### src/rtl/ccg_pkg.sv
package ccg_pkg;
   localparam int FLAG_W = 7;
   localparam int F_C = 0;
   localparam int F_V = 1;
   localparam int F_Z = 2;
   localparam int F_N = 3;
   localparam int F_U = 4;
   localparam int F_E = 5;
   localparam int F_L = 6;
   localparam int COND_W = 8;

   typedef struct packed {
      logic e;
      logic u;
      logic n;
      logic z;
      logic v;
      logic c;
   } fresh_t;
endpackage

### src/rtl/ccg_flag_eval.sv
module ccg_flag_eval
   import ccg_pkg::*;
#(
   parameter int LOW_W = 32,
   parameter int EXT_W = 4,
   localparam int RES_W = LOW_W + EXT_W
) (
   input  logic [RES_W-1:0] res,
   input  logic             carry_lo,
   input  logic             carry_hi,
   input  logic             ovf_lo,
   input  logic             ovf_hi,
   input  logic             narrow,
   output fresh_t           fresh
);
   localparam int TOP_W = EXT_W + 1;

   initial begin
      assert (LOW_W >= 2) else $error("LOW_W must be at least 2");
      assert (EXT_W >= 1) else $error("EXT_W must be at least 1");
   end

   logic zero_lo, zero_all;
   logic [TOP_W-1:0] top_bits;

   assign zero_lo  = ~|res[LOW_W-1:0];
   assign zero_all = zero_lo & ~|res[RES_W-1:LOW_W];
   assign top_bits = res[RES_W-1:LOW_W-1];

   always_comb begin
      fresh.c = narrow ? carry_lo : carry_hi;
      fresh.v = narrow ? ovf_lo : ovf_hi;
      fresh.n = narrow ? res[LOW_W-1] : res[RES_W-1];
      fresh.z = narrow ? zero_lo : zero_all;
      fresh.e = ~((&top_bits) | ~(|top_bits));
      fresh.u = ~(res[LOW_W-1] ^ res[LOW_W-2]);
   end
endmodule

### src/rtl/ccg_flag_reg.sv
module ccg_flag_reg
   import ccg_pkg::*;
(
   input  logic              clk,
   input  logic              rst_n,
   input  logic              upd,
   input  logic              lim_clr,
   input  fresh_t            fresh,
   output logic [FLAG_W-1:0] flags_q
);
   logic lim_set;
   assign lim_set = upd & fresh.v;

   always_ff @(posedge clk or negedge rst_n) begin
      if (!rst_n) begin
         flags_q <= '0;
      end else begin
         if (upd) begin
            flags_q[F_C] <= fresh.c;
            flags_q[F_V] <= fresh.v;
            flags_q[F_Z] <= fresh.z;
            flags_q[F_N] <= fresh.n;
            flags_q[F_U] <= fresh.u;
            flags_q[F_E] <= fresh.e;
         end
         flags_q[F_L] <= (flags_q[F_L] & ~lim_clr) | lim_set;
      end
   end

   assert_hold_R6: assert property (@(posedge clk) disable iff (!rst_n)
      (!upd && !lim_clr) |=> $stable(flags_q));

   assert_lim_set_R7: assert property (@(posedge clk) disable iff (!rst_n)
      (upd && fresh.v) |=> flags_q[F_L]);

   assert_lim_clr_R7: assert property (@(posedge clk) disable iff (!rst_n)
      (lim_clr && !(upd && fresh.v)) |=> !flags_q[F_L]);
endmodule

### src/rtl/ccg_cond_eval.sv
module ccg_cond_eval
   import ccg_pkg::*;
(
   input  logic [FLAG_W-1:0] flags,
   output logic [COND_W-1:0] cond
);
   localparam int PAIRS = COND_W / 2;

   logic [PAIRS-1:0] base;

   always_comb begin
      base[0] = ~flags[F_C];
      base[1] = ~flags[F_C] & ~flags[F_Z];
      base[2] = ~flags[F_Z];
      base[3] = ~flags[F_N];
   end

   for (genvar i = 0; i < PAIRS; i++) begin : g_pair
      assign cond[2*i]   = base[i];
      assign cond[2*i+1] = ~base[i];
   end
endmodule

### src/rtl/ccg_top.sv
module ccg_top
   import ccg_pkg::*;
#(
   parameter int LOW_W = 32,
   parameter int EXT_W = 4,
   localparam int RES_W = LOW_W + EXT_W
) (
   input  logic              clk,
   input  logic              rst_n,
   input  logic [RES_W-1:0]  alu_res,
   input  logic              carry_lo,
   input  logic              carry_hi,
   input  logic              ovf_lo,
   input  logic              ovf_hi,
   input  logic              upd_en,
   input  logic              lim_clr,
   input  logic              mode_we,
   input  logic              mode_narrow_d,
   output logic [FLAG_W-1:0] flags_q,
   output logic [COND_W-1:0] cond_true
);
   logic   narrow_q;
   fresh_t fresh;

   always_ff @(posedge clk or negedge rst_n) begin
      if (!rst_n)       narrow_q <= 1'b0;
      else if (mode_we) narrow_q <= mode_narrow_d;
   end

   ccg_flag_eval #(.LOW_W(LOW_W), .EXT_W(EXT_W)) u_eval (
      .res(alu_res), .carry_lo(carry_lo), .carry_hi(carry_hi),
      .ovf_lo(ovf_lo), .ovf_hi(ovf_hi), .narrow(narrow_q), .fresh(fresh)
   );

   ccg_flag_reg u_reg (
      .clk(clk), .rst_n(rst_n), .upd(upd_en), .lim_clr(lim_clr),
      .fresh(fresh), .flags_q(flags_q)
   );

   ccg_cond_eval u_cond (.flags(flags_q), .cond(cond_true));

   // Zero across the selected width includes the selected sign bit
   assert_zero_excl_sign_R3: assert property (@(posedge clk) disable iff (!rst_n)
      !(flags_q[F_Z] && flags_q[F_N]));

   assert_lo_carry_R8: assert property (@(posedge clk) disable iff (!rst_n)
      cond_true[1] == flags_q[F_C]);

   assert_capture_c_R2: assert property (@(posedge clk) disable iff (!rst_n)
      (upd_en && !narrow_q) |=> flags_q[F_C] == $past(carry_hi));
endmodule

### config.mk
export PLATFORM = sky130hd
export DESIGN_NAME = ccg_top
export DESIGN_NICKNAME = d
export VERILOG_FILES = /design/src/rtl/ccg_pkg.sv /design/src/rtl/ccg_flag_eval.sv /design/src/rtl/ccg_flag_reg.sv /design/src/rtl/ccg_cond_eval.sv /design/src/rtl/ccg_top.sv
export SDC_FILE = /design/constraint.sdc
export NUM_CORES = 1
export LEC_CHECK = 0
export BUFFER_PORTS_ARGS = -buffer_cell sky130_fd_sc_hd__buf_2
export CORE_MARGIN = 8
export CORE_UTILIZATION = 32
export CTS_CLUSTER_SIZE = 30
export DETAILED_ROUTE_END_ITERATION = 10
export PLACE_DENSITY = 0.82
export SYNTH_ARGS = -nofsm -noshare
export SYNTH_HDL_FRONTEND = slang
export SYNTH_HIERARCHICAL = 1
export SYNTH_SLANG_ARGS = --single-unit
### constraint.sdc
create_clock -name clk -period 1.4 [get_ports clk]
set_input_delay 0 -clock clk [delete_from_list [all_inputs] [get_ports clk]]
set_output_delay 0 -clock clk [all_outputs]
set_load 0.05 [all_outputs]
==> reports/results.tsv, run 1 <==
metric	value	unit
status	completed	
number of global-route vias before repair	701	
number of synthesized register bits	8	
drt pass-1 iters	3	
layout cells sized above 1	66.37	%
synthesized area per cell	10.45	um^2
initial antenna violation count	0	
Final ANT Viol Nets	0	
final non-filler cell area	872.1	um^2
Area growth syn-to-layout	63.62	%
VDD IR max	0.7792	mV
Starting Density	34.58	%
clk_lat worst skew	0.25	ns
PD cells	945.5	mW/mm^2
crit-path max cell delay	0.43	ns
final-layout fill cell count	145	
TritonCTS clock tree	built	
Peak Freq	0.8616	GHz
die area	0.003227	mm^2
Pint	0.4829	mW
max-slew violations	0	
CTS clk-pin slew, worst paths	0.06	ns
DP HPWL	1713	um
CP arrival	1.30	ns
Final period util	82.90	%
setup TNS	0	ns
CP Cell Sequence	mux2_2 > mux2_4	
CTS Root Cell	clkbuf_4	
Die Y	56.81	um
CTS buffer count	3	
Slew headroom	78.83	%
metal2 WL	1086	um
final setup vio count	0	
post-synth net total	98	
Die X	56.81	um
clk_skew	0.002669	ns
placed inst area	819.5	um^2
clk sinks	8	
Nets	162	
Post-Syn Instances	51	
warnings from Yosys	6	
drt initial violations	10	
MaxCap Viol Count	0	
final core occ	56.57	%
Vias	598	
top sig layer	met3	
Worst Setup Start Kind	flop	
Longest Clk Path Bufs	2	
core box area	0.001541	mm^2
setup repair after global routing missed its margin	no	
post-CTS sizing	0	
measured slew at the worst slew-check pin	0.3132	ns
CP Max Fanout	5	
CP Data Required Time	1.54	ns
Sw Ratio	41.44	%
I/O pin count	61	
worst hold slack	0.007312	ns
Leak	0.4910	nW
final hold vios	0	
GR Util All Layers	11.45	%
cell area after synthesis	533.0	um^2
routed len/inst	15.05	um
Multi-input gate area	265.3	um^2
switching power of the nets	0.3417	mW
number of H-tree levels	1	
met3 wire len	170	um
grt ovf	0	
drt drc	0	
WL final	1942	um
total power draw	0.8245	mW
Hold/Removal Path Class	input port to flop	
power share of the sequential group	33.5	%
Critical Path Sink Type	flop	
largest net degree at the start of global routing	9	
antenna diode count	0	
Gate power share	45.1	%
slowest stage cell, crit path	dfrtp_1	
sequential cell area	200.2	um^2
Crit Path Class	flop to flop	
I/O Buffers	60	
minimum clock period	1.161	ns
drt via density	4.636	
RD Place Congestion	0.7360	
r2r setup slk	0.24	ns
clock power share	21.5	%
Seq/Total Area, Yosys	37.56	%
DRT met1 WL	685	um
Site Rows	14	
Cell variety after synth	19	
first-pass GRT wire length	3042	um
==> repair_timing <==
item | CTS | global route
setup buffers | 0 | 0
endpoints found under the hold margin | 10 | 0
hold buffers | 3 | 0
==> critical path, delay by kind of cell (launching register included) <==
family | cells | cell delay, ns
DFF | 1 | 0.43
muxes | 2 | 0.63
==> metrics by stage <==
step	worst slack, ns	std cells
after floorplan	0.07931	51
after global placement	0.2546	123
after detailed placement	0.1793	123
after CTS	0.2301	129
after global routing	0.2041	129
final	0.2394	129
==> cells by family after synthesis <==
logic type               share of synthesized area, %
AO/OA/AOI/OAI                                   5.400
adder cells (fa/ha/maj)                         2.347
buffers and inverters                           12.68
flip-flops                                      37.56
multiplexers                                    23.24
AND/OR/NAND/NOR                                 18.78
==> layer usage <==
layer / up-vias / global-route usage (%)
li1: 306 / -
met1: 268 / 10.10
met2: 24 / 21.94
met3: 0 / 6.966
met4: 0 / 1.342
met5: - / 0
==> synthesized netlist by cell type (all sizes together) <==
master  n  share of area (%)
nor4    6                7.0
o21ai   2                1.9
nor4b   1                1.6
buf     4                6.3
a211oi  1                2.3
ha      1                2.3
nor2    2                1.4
or4     1                2.1
nor3    1               0.94
inv     9                6.3
nand2   1               0.70
or2     1                1.2
dfrtp   8                 38
and3    1                1.4
mux2    9                 23
a31oi   1                1.2
nand4   2                2.3
==> layout make-up <==
type	instances	area share, %
well taps	16	2.296
inverters	9	3.874
repair buffers	63	37.88
multi-input cells	30	30.42
flip-flops and latches	8	22.96
clock buffers	3	2.582
==> worst paths after layout <==
path | from | endpoint | depth (start not counted)
max | narrow_q | u_reg/flags_q[3] | 2
min | mode_we | narrow_q | 2
max reg2reg | narrow_q | u_reg/flags_q[3] | 2
min reg2reg | u_reg/flags_q[4] | u_reg/flags_q[4] | 1
max in group asynchronous | rst_n | u_reg/flags_q[6] | 2
min in group asynchronous | rst_n | u_reg/flags_q[3] | 2
==> cells in the final DEF, fill, tap and decap left out, drive strengths merged, types with 2 or more instances in the layout <==
cell type and count:
buf 60, clkbuf 3, dfrtp 8, dlygate4sd3 3
inv 9, mux2 9, nand4 2, nor2 2
nor4 6, o21ai 2
==> power groups by stage <==
stage                     Clock, mW  Sequential [mW]  Combinational (mW)
final                         0.177            0.276               0.372
after detailed placement          0            0.281               0.367
after floorplan                   0            0.354               0.179
after global placement            0            0.279               0.359
after CTS                     0.183            0.277               0.374
after global routing          0.198            0.280               0.394
==> state kept, by name (all words and copies together), names as in the netlist <==
| name | flops |
|---|---|
| u_reg/flags_q | 7 |
| narrow_q | 1 |
Power figures use the tool's default switching activity.
==> run 2: changes to the inputs <==
==> constraint.sdc (replaced) <==
create_clock -name clk -period 1.2 [get_ports clk]
set_input_delay 0 -clock clk [delete_from_list [all_inputs] [get_ports clk]]
set_output_delay 0 -clock clk [all_outputs]
set_load 0.05 [all_outputs]
==> reports/results.tsv, run 2 (same netlist as run 1, synthesis figures left out) <==
metric	value	unit	change
DRT met1 WL	669	um	was 685 um
Vias	618		was 598
Biggest register	u_reg/flags_q		unchanged
Starting Density	34.58	%	unchanged
most frequent cells in the layout	buf_2, inv_1, dfrtp_1		unchanged
commonest non-fill, non-tap cell in the layout	buf_2		unchanged
final hold vios	0		unchanged
PD cells	1101	mW/mm^2	was 945.5 mW/mm^2
number of H-tree levels	1		unchanged
first-pass GRT wire length	3229	um	was 3042 um
placed inst area	822.0	um^2	was 819.5 um^2
final core occ	56.82	%	was 56.57%
measured slew at the worst slew-check pin	0.2741	ns	was 0.3132 ns
minimum clock period	1.138	ns	was 1.161 ns
WL final	2083	um	was 1942 um
sequential cell area	201.4	um^2	was 200.2 um^2
Nets	162		unchanged
GR Util All Layers	12.34	%	was 11.45%
Worst Setup Start Kind	flop		unchanged
die area	0.003227	mm^2	unchanged
clk_lat worst skew	0.25	ns	about the same
CP arrival	1.27	ns	was 1.30 ns
worst hold slack	0.01467	ns	was 0.007312 ns
antenna diode count	0		unchanged
drt pass-1 iters	5		was 3
Final ANT Viol Nets	0		unchanged
TritonCTS clock tree	built		unchanged
Multi-input gate area	267.8	um^2	was 265.3 um^2
setup TNS	0	ns	unchanged
CP Data Required Time	1.33	ns	was 1.54 ns
metal2 WL	1233	um	was 1086 um
Area growth syn-to-layout	64.32	%	was 63.62%
drt via density	4.791		was 4.636
Leak	0.4902	nW	was 0.4910 nW
routed len/inst	16.15	um	was 15.05 um
DP HPWL	1771	um	was 1713 um
Slew headroom	81.56	%	was 78.83%
drt drc	0		unchanged
I/O Buffers	60		unchanged
grt ovf	0		unchanged
Die X	56.81	um	unchanged
status	completed		unchanged
setup repair after global routing missed its margin	no		unchanged
top sig layer	met3		unchanged
largest net degree at the start of global routing	9		unchanged
final non-filler cell area	875.8	um^2	was 872.1 um^2
max-slew violations	0		unchanged
dpl ws	0.008477	ns	was 0.1793 ns
Site Rows	14		unchanged
Final period util	94.82	%	was 82.90%
RD Place Congestion	0.6984		was 0.7360
max FFs per register	7		unchanged
fin worst setup slack	0.06213	ns	was 0.2394 ns
Hold/Removal Path Class	input port to flop		unchanged
CP Max Fanout	5		unchanged
Critical Path Sink Type	flop		unchanged
Layout Cells excl Fill	129		unchanged
CTS buffer count	3		unchanged
Top Registers	u_reg/flags_q x7, narrow_q x1		unchanged
Die Y	56.81	um	unchanged
total power draw	0.9647	mW	was 0.8245 mW
clk sinks	8		unchanged
number of global-route vias before repair	701		unchanged
final-layout fill cell count	151		was 145
Peak Freq	0.8788	GHz	was 0.8616 GHz
MaxCap Viol Count	0		unchanged
I/O pin count	61		unchanged
initial antenna violation count	0		unchanged
met3 wire len	180	um	was 170 um
Crit Path Class	flop to flop		unchanged
drt initial violations	8		was 10
CTS clk-pin slew, worst paths	0.05	ns	was 0.06 ns
layout cells sized above 1	68.14	%	was 66.37%
CTS Root Cell	clkbuf_4		unchanged
VDD IR max	0.5238	mV	was 0.7792 mV
Longest Clk Path Bufs	2		unchanged
dpl cells	123		unchanged
core box area	0.001541	mm^2	unchanged
clk_skew	0.001751	ns	was 0.002669 ns
final setup vio count	0		unchanged
run 2: cell count changes in the layout (fill, tap and decap cells not counted):
cell | previous run | this run
nor2_1 | 2 | 1
dfrtp_2 | 0 | 1
dfrtp_1 | 8 | 7
nor2_2 | 0 | 1
run 2: path summary, 6_finish.rpt:
| check | cells past startpoint | endpoint | start | slack [ns] |
|---|---|---|---|---|
| worst max-delay path | 2 | u_reg/flags_q[3] | narrow_q | 0.06 |
| worst min register to register | 1 | u_reg/flags_q[4] | u_reg/flags_q[4] | 0.50 |
| min in group asynchronous | 2 | u_reg/flags_q[2] | rst_n | 0.12 |
| max in group asynchronous | 2 | narrow_q | rst_n | 0.89 |
| worst max register to register | 2 | u_reg/flags_q[3] | narrow_q | 0.06 |
| worst min-delay path | 2 | narrow_q | mode_we | 0.01 |
run 2: timing repair:
action	in CTS	in global routing
resized for setup	0	1
buffers inserted	0	0
endpoints found under the setup margin	0	2
hold buffers	3	0
endpoints found under the hold margin	10	0
run 2: area by class of cell:
cell class | count | area share [%]
timing repair buffer | 63 | 37.71
multi-input combinational | 30 | 30.57
inverter | 9 | 3.857
clock buffer | 3 | 2.571
sequential | 8 | 23.00
tap | 16 | 2.286
run 2: where the power goes:
part           internal [mW]  switching [mW]  total, mW
logic                  0.152           0.287      0.439
registers              0.299          0.0256      0.324
clock network          0.114          0.0870      0.201
run 2: per-layer routing:
layer	vias up	track usage (%)
met4	0	1.007
met3	0	7.191
li1	302	-
met5	-	0
met1	289	10.60
met2	27	24.45
run 2: worst max-delay path: stages, from the launching register on:
cell     delay [ns]
dfrtp_2        0.42
mux2_2         0.35
mux2_4         0.26
